**config.mk**
```make
export PLATFORM = sky130hd
export DESIGN_NAME = sc_icu
export DESIGN_NICKNAME = d
export VERILOG_FILES = /design/src/rtl/sc_icu_pkg.sv /design/src/rtl/sc_icu_setclr_reg.sv /design/src/rtl/sc_icu_detect.sv /design/src/rtl/sc_icu_route.sv /design/src/rtl/sc_icu.sv
export SDC_FILE = /design/constraint.sdc
export NUM_CORES = 1
export LEC_CHECK = 0
export BUFFER_PORTS_ARGS = -buffer_cell sky130_fd_sc_hd__buf_2
export CORE_MARGIN = 8
export CORE_UTILIZATION = 51
export DETAILED_ROUTE_END_ITERATION = 16
export GPL_ROUTABILITY_DRIVEN = 0
export PLACE_DENSITY = 0.69
export SLEW_MARGIN = 20
export SYNTH_ARGS = -nofsm -noshare
export SYNTH_HDL_FRONTEND = slang
export SYNTH_SLANG_ARGS = --single-unit
```
**constraint.sdc**
```tcl
create_clock -name clk -period 2.9 [get_ports clk]
set_clock_uncertainty 0.05 [all_clocks]
set_input_delay 0.58 -clock clk [delete_from_list [all_inputs] [get_ports clk]]
set_output_delay 0.58 -clock clk [all_outputs]
set_load 0.01 [all_outputs]
```
**src/rtl/sc_icu_pkg.sv**
```systemverilog
package sc_icu_pkg;
  localparam int ADDR_W       = 5;
  localparam int NUM_SC_BANKS = 7;

  typedef enum logic [1:0] {
    OP_READ = 2'd0,
    OP_SET  = 2'd1,
    OP_CLR  = 2'd2,
    OP_RSVD = 2'd3
  } op_e;

  typedef enum logic [2:0] {
    BK_CODE0  = 3'd0,
    BK_CODE1  = 3'd1,
    BK_CODE2  = 3'd2,
    BK_ENABLE = 3'd3,
    BK_WAKE   = 3'd4,
    BK_ROUTE  = 3'd5,
    BK_SRCSEL = 3'd6,
    BK_MISC   = 3'd7
  } bank_e;

  localparam logic [2:0] CODE_LVL_HIGH = 3'b101;
  localparam logic [2:0] CODE_LVL_LOW  = 3'b110;
endpackage

```
**src/rtl/sc_icu_setclr_reg.sv**
```systemverilog
module sc_icu_setclr_reg #(
  parameter int W = 32
) (
  input  logic         clk,
  input  logic         rst_n,
  input  logic         set_stb,
  input  logic         clr_stb,
  input  logic [W-1:0] wdata,
  output logic [W-1:0] q
);
  always_ff @(posedge clk) begin
    if (!rst_n)       q <= '0;
    else if (set_stb) q <= q | wdata;
    else if (clr_stb) q <= q & ~wdata;
  end

  AST_ONE_STROBE: assert property (@(posedge clk) disable iff (!rst_n)
    !(set_stb && clr_stb));
  AST_SET_KEEPS_ONES: assert property (@(posedge clk) disable iff (!rst_n)
    set_stb |=> ((q & $past(q)) == $past(q)) && ((q & $past(wdata)) == $past(wdata)));
  AST_CLR_KEEPS_ZEROS: assert property (@(posedge clk) disable iff (!rst_n)
    clr_stb |=> ((q & ~$past(q)) == '0) && ((q & $past(wdata)) == '0));
  AST_IDLE_HOLDS: assert property (@(posedge clk) disable iff (!rst_n)
    (!set_stb && !clr_stb) |=> $stable(q));
endmodule

```
**src/rtl/sc_icu_detect.sv**
```systemverilog
module sc_icu_detect
  import sc_icu_pkg::*;
#(
  parameter int N_SRC = 32
) (
  input  logic             clk,
  input  logic             rst_n,
  input  logic [N_SRC-1:0] irq_in,
  input  logic [N_SRC-1:0] code0,
  input  logic [N_SRC-1:0] code1,
  input  logic [N_SRC-1:0] code2,
  output logic [N_SRC-1:0] active
);
  logic [N_SRC-1:0] meta_q;
  logic [N_SRC-1:0] lvl_q;

  always_ff @(posedge clk) begin
    if (!rst_n) begin
      meta_q <= '0;
      lvl_q  <= '0;
    end else begin
      meta_q <= irq_in;
      lvl_q  <= meta_q;
    end
  end

  for (genvar n = 0; n < N_SRC; n++) begin : g_src
    logic [2:0] code;
    assign code      = {code2[n], code1[n], code0[n]};
    assign active[n] = ((code == CODE_LVL_HIGH) &&  lvl_q[n]) ||
                       ((code == CODE_LVL_LOW)  && !lvl_q[n]);
  end

  AST_BAD_CODE_QUIET: assert property (@(posedge clk) disable iff (!rst_n)
    (active & ~(code2 & (code1 ^ code0))) == '0);
endmodule

```
**src/rtl/sc_icu_route.sv**
```systemverilog
module sc_icu_route #(
  parameter int N_SRC = 32
) (
  input  logic             clk,
  input  logic             rst_n,
  input  logic [N_SRC-1:0] active,
  input  logic [N_SRC-1:0] enable,
  input  logic [N_SRC-1:0] route,
  input  logic [N_SRC-1:0] wake_en,
  output logic [N_SRC-1:0] stat0,
  output logic [N_SRC-1:0] stat1,
  output logic             req0,
  output logic             req1,
  output logic             wake
);
  logic [N_SRC-1:0] pending;

  assign pending = active & enable;
  assign stat0   = pending & route;
  assign stat1   = pending & ~route;
  assign req0    = |stat0;
  assign req1    = |stat1;
  assign wake    = |(active & wake_en);

  AST_ROUTE_EXCLUSIVE: assert property (@(posedge clk) disable iff (!rst_n)
    (stat0 & stat1) == '0);
  AST_DISABLED_SILENT: assert property (@(posedge clk) disable iff (!rst_n)
    ((stat0 | stat1) & ~enable) == '0);
  AST_REQ_NEEDS_ENABLE: assert property (@(posedge clk) disable iff (!rst_n)
    (req0 || req1) |-> (enable != '0));
  AST_WAKE_NEEDS_WAKE_EN: assert property (@(posedge clk) disable iff (!rst_n)
    wake |-> (wake_en != '0));
endmodule

```
**src/rtl/sc_icu.sv**
```systemverilog
module sc_icu
  import sc_icu_pkg::*;
#(
  parameter int N_SRC = 32
) (
  input  logic              clk,
  input  logic              rst_n,
  input  logic [ADDR_W-1:0] bus_addr,
  input  logic [N_SRC-1:0]  bus_wdata,
  input  logic              bus_we,
  output logic [N_SRC-1:0]  bus_rdata,
  input  logic [N_SRC-1:0]  irq_in,
  output logic              req0_irq,
  output logic              req1_irq,
  output logic              wake_req
);
  logic [2:0]       bank;
  logic [1:0]       op;
  logic [N_SRC-1:0] bank_q [NUM_SC_BANKS];
  logic [N_SRC-1:0] test_q;
  logic [N_SRC-1:0] active, stat0, stat1;

  assign bank = bus_addr[4:2];
  assign op   = bus_addr[1:0];

  for (genvar b = 0; b < NUM_SC_BANKS; b++) begin : g_bank
    localparam logic [2:0] BIDX = 3'(b);
    logic set_stb, clr_stb;
    assign set_stb = bus_we && (bank == BIDX) && (op == OP_SET);
    assign clr_stb = bus_we && (bank == BIDX) && (op == OP_CLR);
    sc_icu_setclr_reg #(.W(N_SRC)) u_reg (
      .clk(clk), .rst_n(rst_n), .set_stb(set_stb), .clr_stb(clr_stb),
      .wdata(bus_wdata), .q(bank_q[b])
    );
  end

  always_ff @(posedge clk) begin
    if (!rst_n) test_q <= '0;
    else if (bus_we && bank == BK_MISC && op == OP_CLR) test_q <= bus_wdata;
  end

  sc_icu_detect #(.N_SRC(N_SRC)) u_detect (
    .clk(clk), .rst_n(rst_n), .irq_in(irq_in),
    .code0(bank_q[BK_CODE0]), .code1(bank_q[BK_CODE1]), .code2(bank_q[BK_CODE2]),
    .active(active)
  );

  sc_icu_route #(.N_SRC(N_SRC)) u_route (
    .clk(clk), .rst_n(rst_n), .active(active),
    .enable(bank_q[BK_ENABLE]), .route(bank_q[BK_ROUTE]), .wake_en(bank_q[BK_WAKE]),
    .stat0(stat0), .stat1(stat1),
    .req0(req0_irq), .req1(req1_irq), .wake(wake_req)
  );

  always_comb begin
    bus_rdata = '0;
    if (bank == BK_MISC) begin
      case (op)
        OP_READ: bus_rdata = stat0;
        OP_SET:  bus_rdata = stat1;
        OP_CLR:  bus_rdata = test_q;
        default: bus_rdata = '0;
      endcase
    end else if (op == OP_READ) begin
      for (int b = 0; b < NUM_SC_BANKS; b++)
        if (bank == 3'(b)) bus_rdata = bank_q[b];
    end
  end

  AST_TEST_WORD_HOLDS: assert property (@(posedge clk) disable iff (!rst_n)
    !(bus_we && bank == BK_MISC && op == OP_CLR) |=> $stable(test_q));
  AST_RESERVED_READS_ZERO: assert property (@(posedge clk) disable iff (!rst_n)
    (op == OP_RSVD) |-> (bus_rdata == '0));
endmodule

```
==> results by group <==
Status
  • Status: complete, but fails checks
  • Failing checks: negative setup slack

Logic synthesis
  • Sequential-to-total area share from yosys stat: 39.2%
  • Post-synth EDFFs: 0
  • Synth async-reset ratio: 0%
  • Yosys Warn Count: 0
  • Post-synthesis net count: 1,992
  • Yosys cell types: 62
  • Top-count cell post-synth: nand2_1
  • #FFs+latches synth: 320
  • Area contributors post-synth: dfxtp_1 39%, a22oi_1 10%, nor2b_1 8.9%, nand2_1 8.2%, mux4_2 4.4%
  • Synth Instances: 1,920
  • Top post-synthesis cells by count: 359 x nand2_1, 320 x dfxtp_1, 233 x nor2b_1
  • Post-synth top flop: dfxtp_1
  • Synthesized area per cell: 8.51 um2
  • Top-area cell type share of the netlist area: 39.2%
  • Area leader, netlist: dfxtp_1
  • Post-Syn Area: 16,300 um2

Job
  • MaxCap Viol Count: 0

Routing
  • DRC viols: 0
  • Post-route ant nets: 0
  • Routed vias/inst: 6.44
  • DRT Pass-1 Iters: 7
  • Routed WL: 56,500 um
  • Wire per inst: 23.3 um
  • Initial drt markers: 1,693
  • DR vias: 15,600

STA
  • Final Hold Fails: 0
  • Max_slew headroom: 19.5%
  • Worst-margin pin slew: 1.21 ns
  • Slew Limit Fails: 0
  • Fmax: 0.313 GHz
  • Final setup vio count: 3
  • Minimum period implied by the final worst setup slack: 3.19 ns
  • Setup WS post-layout: -0.292 ns
  • Unrepaired setup endpoints after global routing: yes
  • Setup TNS: -0.575 ns
  • Final period util: 110%

Global routing
  • Pin count of the biggest net entering global routing: 115
  • GRT overflow: 0
  • Global Route Usage Sum: 28.1%
  • Antenna violations before repair: 2
  • Vias in the first global route: 14,400
  • First-pass GRT wire length: 85,200 um

Critical path
  • WS Path Type: register to output pin
  • Crit Path Max Fanout: 4
  • CP arrival: 2.56 ns
  • Worst setup SP type: register
  • Crit end category: output pin
  • CP required: 2.27 ns

Place
  • DP Worst Slack: -0.0732 ns
  • Post-DP HPWL: 36,200 um
  • IO Port Bufs: 106
  • Placed inst area: 17,700 um2
  • Placed cell count: 2,354

CTS
  • Post-CTS Hold Buffers: 0
  • # H-tree levels: 2
  • Inserted Clock Buffers: 37
  • TritonCTS clock tree: yes
  • Clk sinks: 320
  • Clock slew seen by the registers of the worst setup and hold paths: 0.06 ns
  • CTS root buffer: clkbuf_16
  • Clock latency at the later pin of the worst-skew pair: 0.52 ns
  • Bufs on Longest Clock Path: 3

Power
  • Worst VDD drop: 0.433 mV
  • Leakage Power: 6.44 nW
  • Pwr dens: 497 nW/um2

Final layout
  • Fin util: 61.5%
  • Final Instance Area: 19,400 um2
  • Syn-to-layout area delta: 18.6%
  • Filler Cells Inserted: 2,712
  • Footprint of the multi-input gates: 9620 um2
  • Register area: 6420 um2
  • Fraction of layout instances using a drive strength above 1: 19.4%
  • Final std cells w/o fill: 2,425
  • Net count, final: 2,074

Floorplanning
  • Rows: 65
  • Initial Utilization: 51.8%
  • Top-level port count: 107
  • Core box area: 31,600 um2
  • Die width: 195 um
  • Die area: 38,000 um2
  • Die height: 195 um

Hold path
  • Worst Hold Class: input pin to register
[metal layers]
layer  share of wire, %  up-vias  global-route usage (%)  wire [um]
li1                   -     7108                       -          -
met3                9.7      168                    5.07       5460
met1                 41     7468                    37.3      23200
met5              0.021        -                       0         12
met4                4.5        2                    12.9       2550
met2                 45      861                    44.1      25300
[final timing paths]
check | slack [ns] | startpoint | endpoint | depth (start not counted)
setup reg to reg | 2.05 | register | register | 3
hold reg to reg | 0.37 | u_detect.meta_q[19] | u_detect.lvl_q[19] | 1
setup / recovery | -0.29 | register | req0_irq | 7
hold / removal | 0.22 | irq_in[6] | u_detect.meta_q[6] | 2
[power by group]
| part | internal [mW] | leakage (nW) | switching, mW |
|---|---|---|---|
| Combinational | 0.315 | 3.29 | 0.491 |
| Clock | 2.50 | 0.546 | 1.82 |
| Sequential | 4.46 | 2.60 | 0.0456 |
[final cells by class]
cell class | count | area share (%)
multi-input combinational | 1413 | 49.6
sequential | 320 | 33.1
timing repair buffer | 210 | 8.66
clock buffer | 51 | 5.41
tap | 402 | 2.59
inverter | 20 | 0.387
clock inverter | 8 | 0.226
antenna | 1 | 0.0129
[cells by family (layout without fill, tap and decap cells)]
| kind of cell | Yosys count | after routing | synth area share [%] |
|---|---|---|---|
| mux | 37 | 37 | 4.71 |
| flops | 320 | 320 | 39.2 |
| buf+inv | 187 | 289 | 5.01 |
| compound gates | 582 | 582 | 24.8 |
| xor+xnor | 1 | 1 | 0.168 |
| simple gates | 793 | 793 | 26.1 |
| other cells | 0 | 1 | 0 |
[layout by cell type, fill, tap and decap left out, types with 10 or more instances in the layout]
| master | Yosys | routed |
|---|---|---|
| nor2b_1 | 233 | 233 |
| buf_12 | 0 | 24 |
| nor3b_2 | 1 | 11 |
| dfxtp_1 | 320 | 305 |
| o2111ai_1 | 28 | 16 |
| o21ai_0 | 118 | 111 |
| o211ai_1 | 40 | 40 |
| nand3_1 | 18 | 18 |
| a221oi_1 | 25 | 21 |
| clkbuf_16 | 0 | 38 |
| buf_2 | 54 | 101 |
| a21boi_1 | 30 | 30 |
| and4b_1 | 11 | 11 |
| nand2_1 | 359 | 358 |
| buf_4 | 5 | 78 |
| mux4_2 | 32 | 32 |
| a21o_1 | 10 | 10 |
| and3b_1 | 16 | 15 |
| inv_1 | 20 | 20 |
| a21oi_1 | 49 | 47 |
| and2_1 | 65 | 65 |
| a22oi_1 | 224 | 224 |
| dfxtp_2 | 0 | 15 |
[metrics by stage]
step / hold slack (ns) / power (mW)
2_1_floorplan: 0.362 / 5.05
3_3_place_gp: 0.363 / 5.36
3_5_place_dp: 0.369 / 5.37
4_1_cts: 0.206 / 9.65
5_1_grt: 0.211 / 9.91
6_report: 0.216 / 9.64
[worst max-delay path: stages (launching register included)]
cell	delay, ns
dfxtp_1	0.35
and3b_1	0.22
o211ai_1	0.41
o22ai_1	0.19
nor4_4	0.32
buf_4	0.17
nand4_1	0.17
buf_2	0.21
[timing repair]
item,in CTS,in global routing
setup endpoints to repair,13,26
setup buffers,4,8
gates resized for setup,36,63
pin swaps,10,22
cloned,0,1
Note: power is estimated with default switching activity, not from simulation.
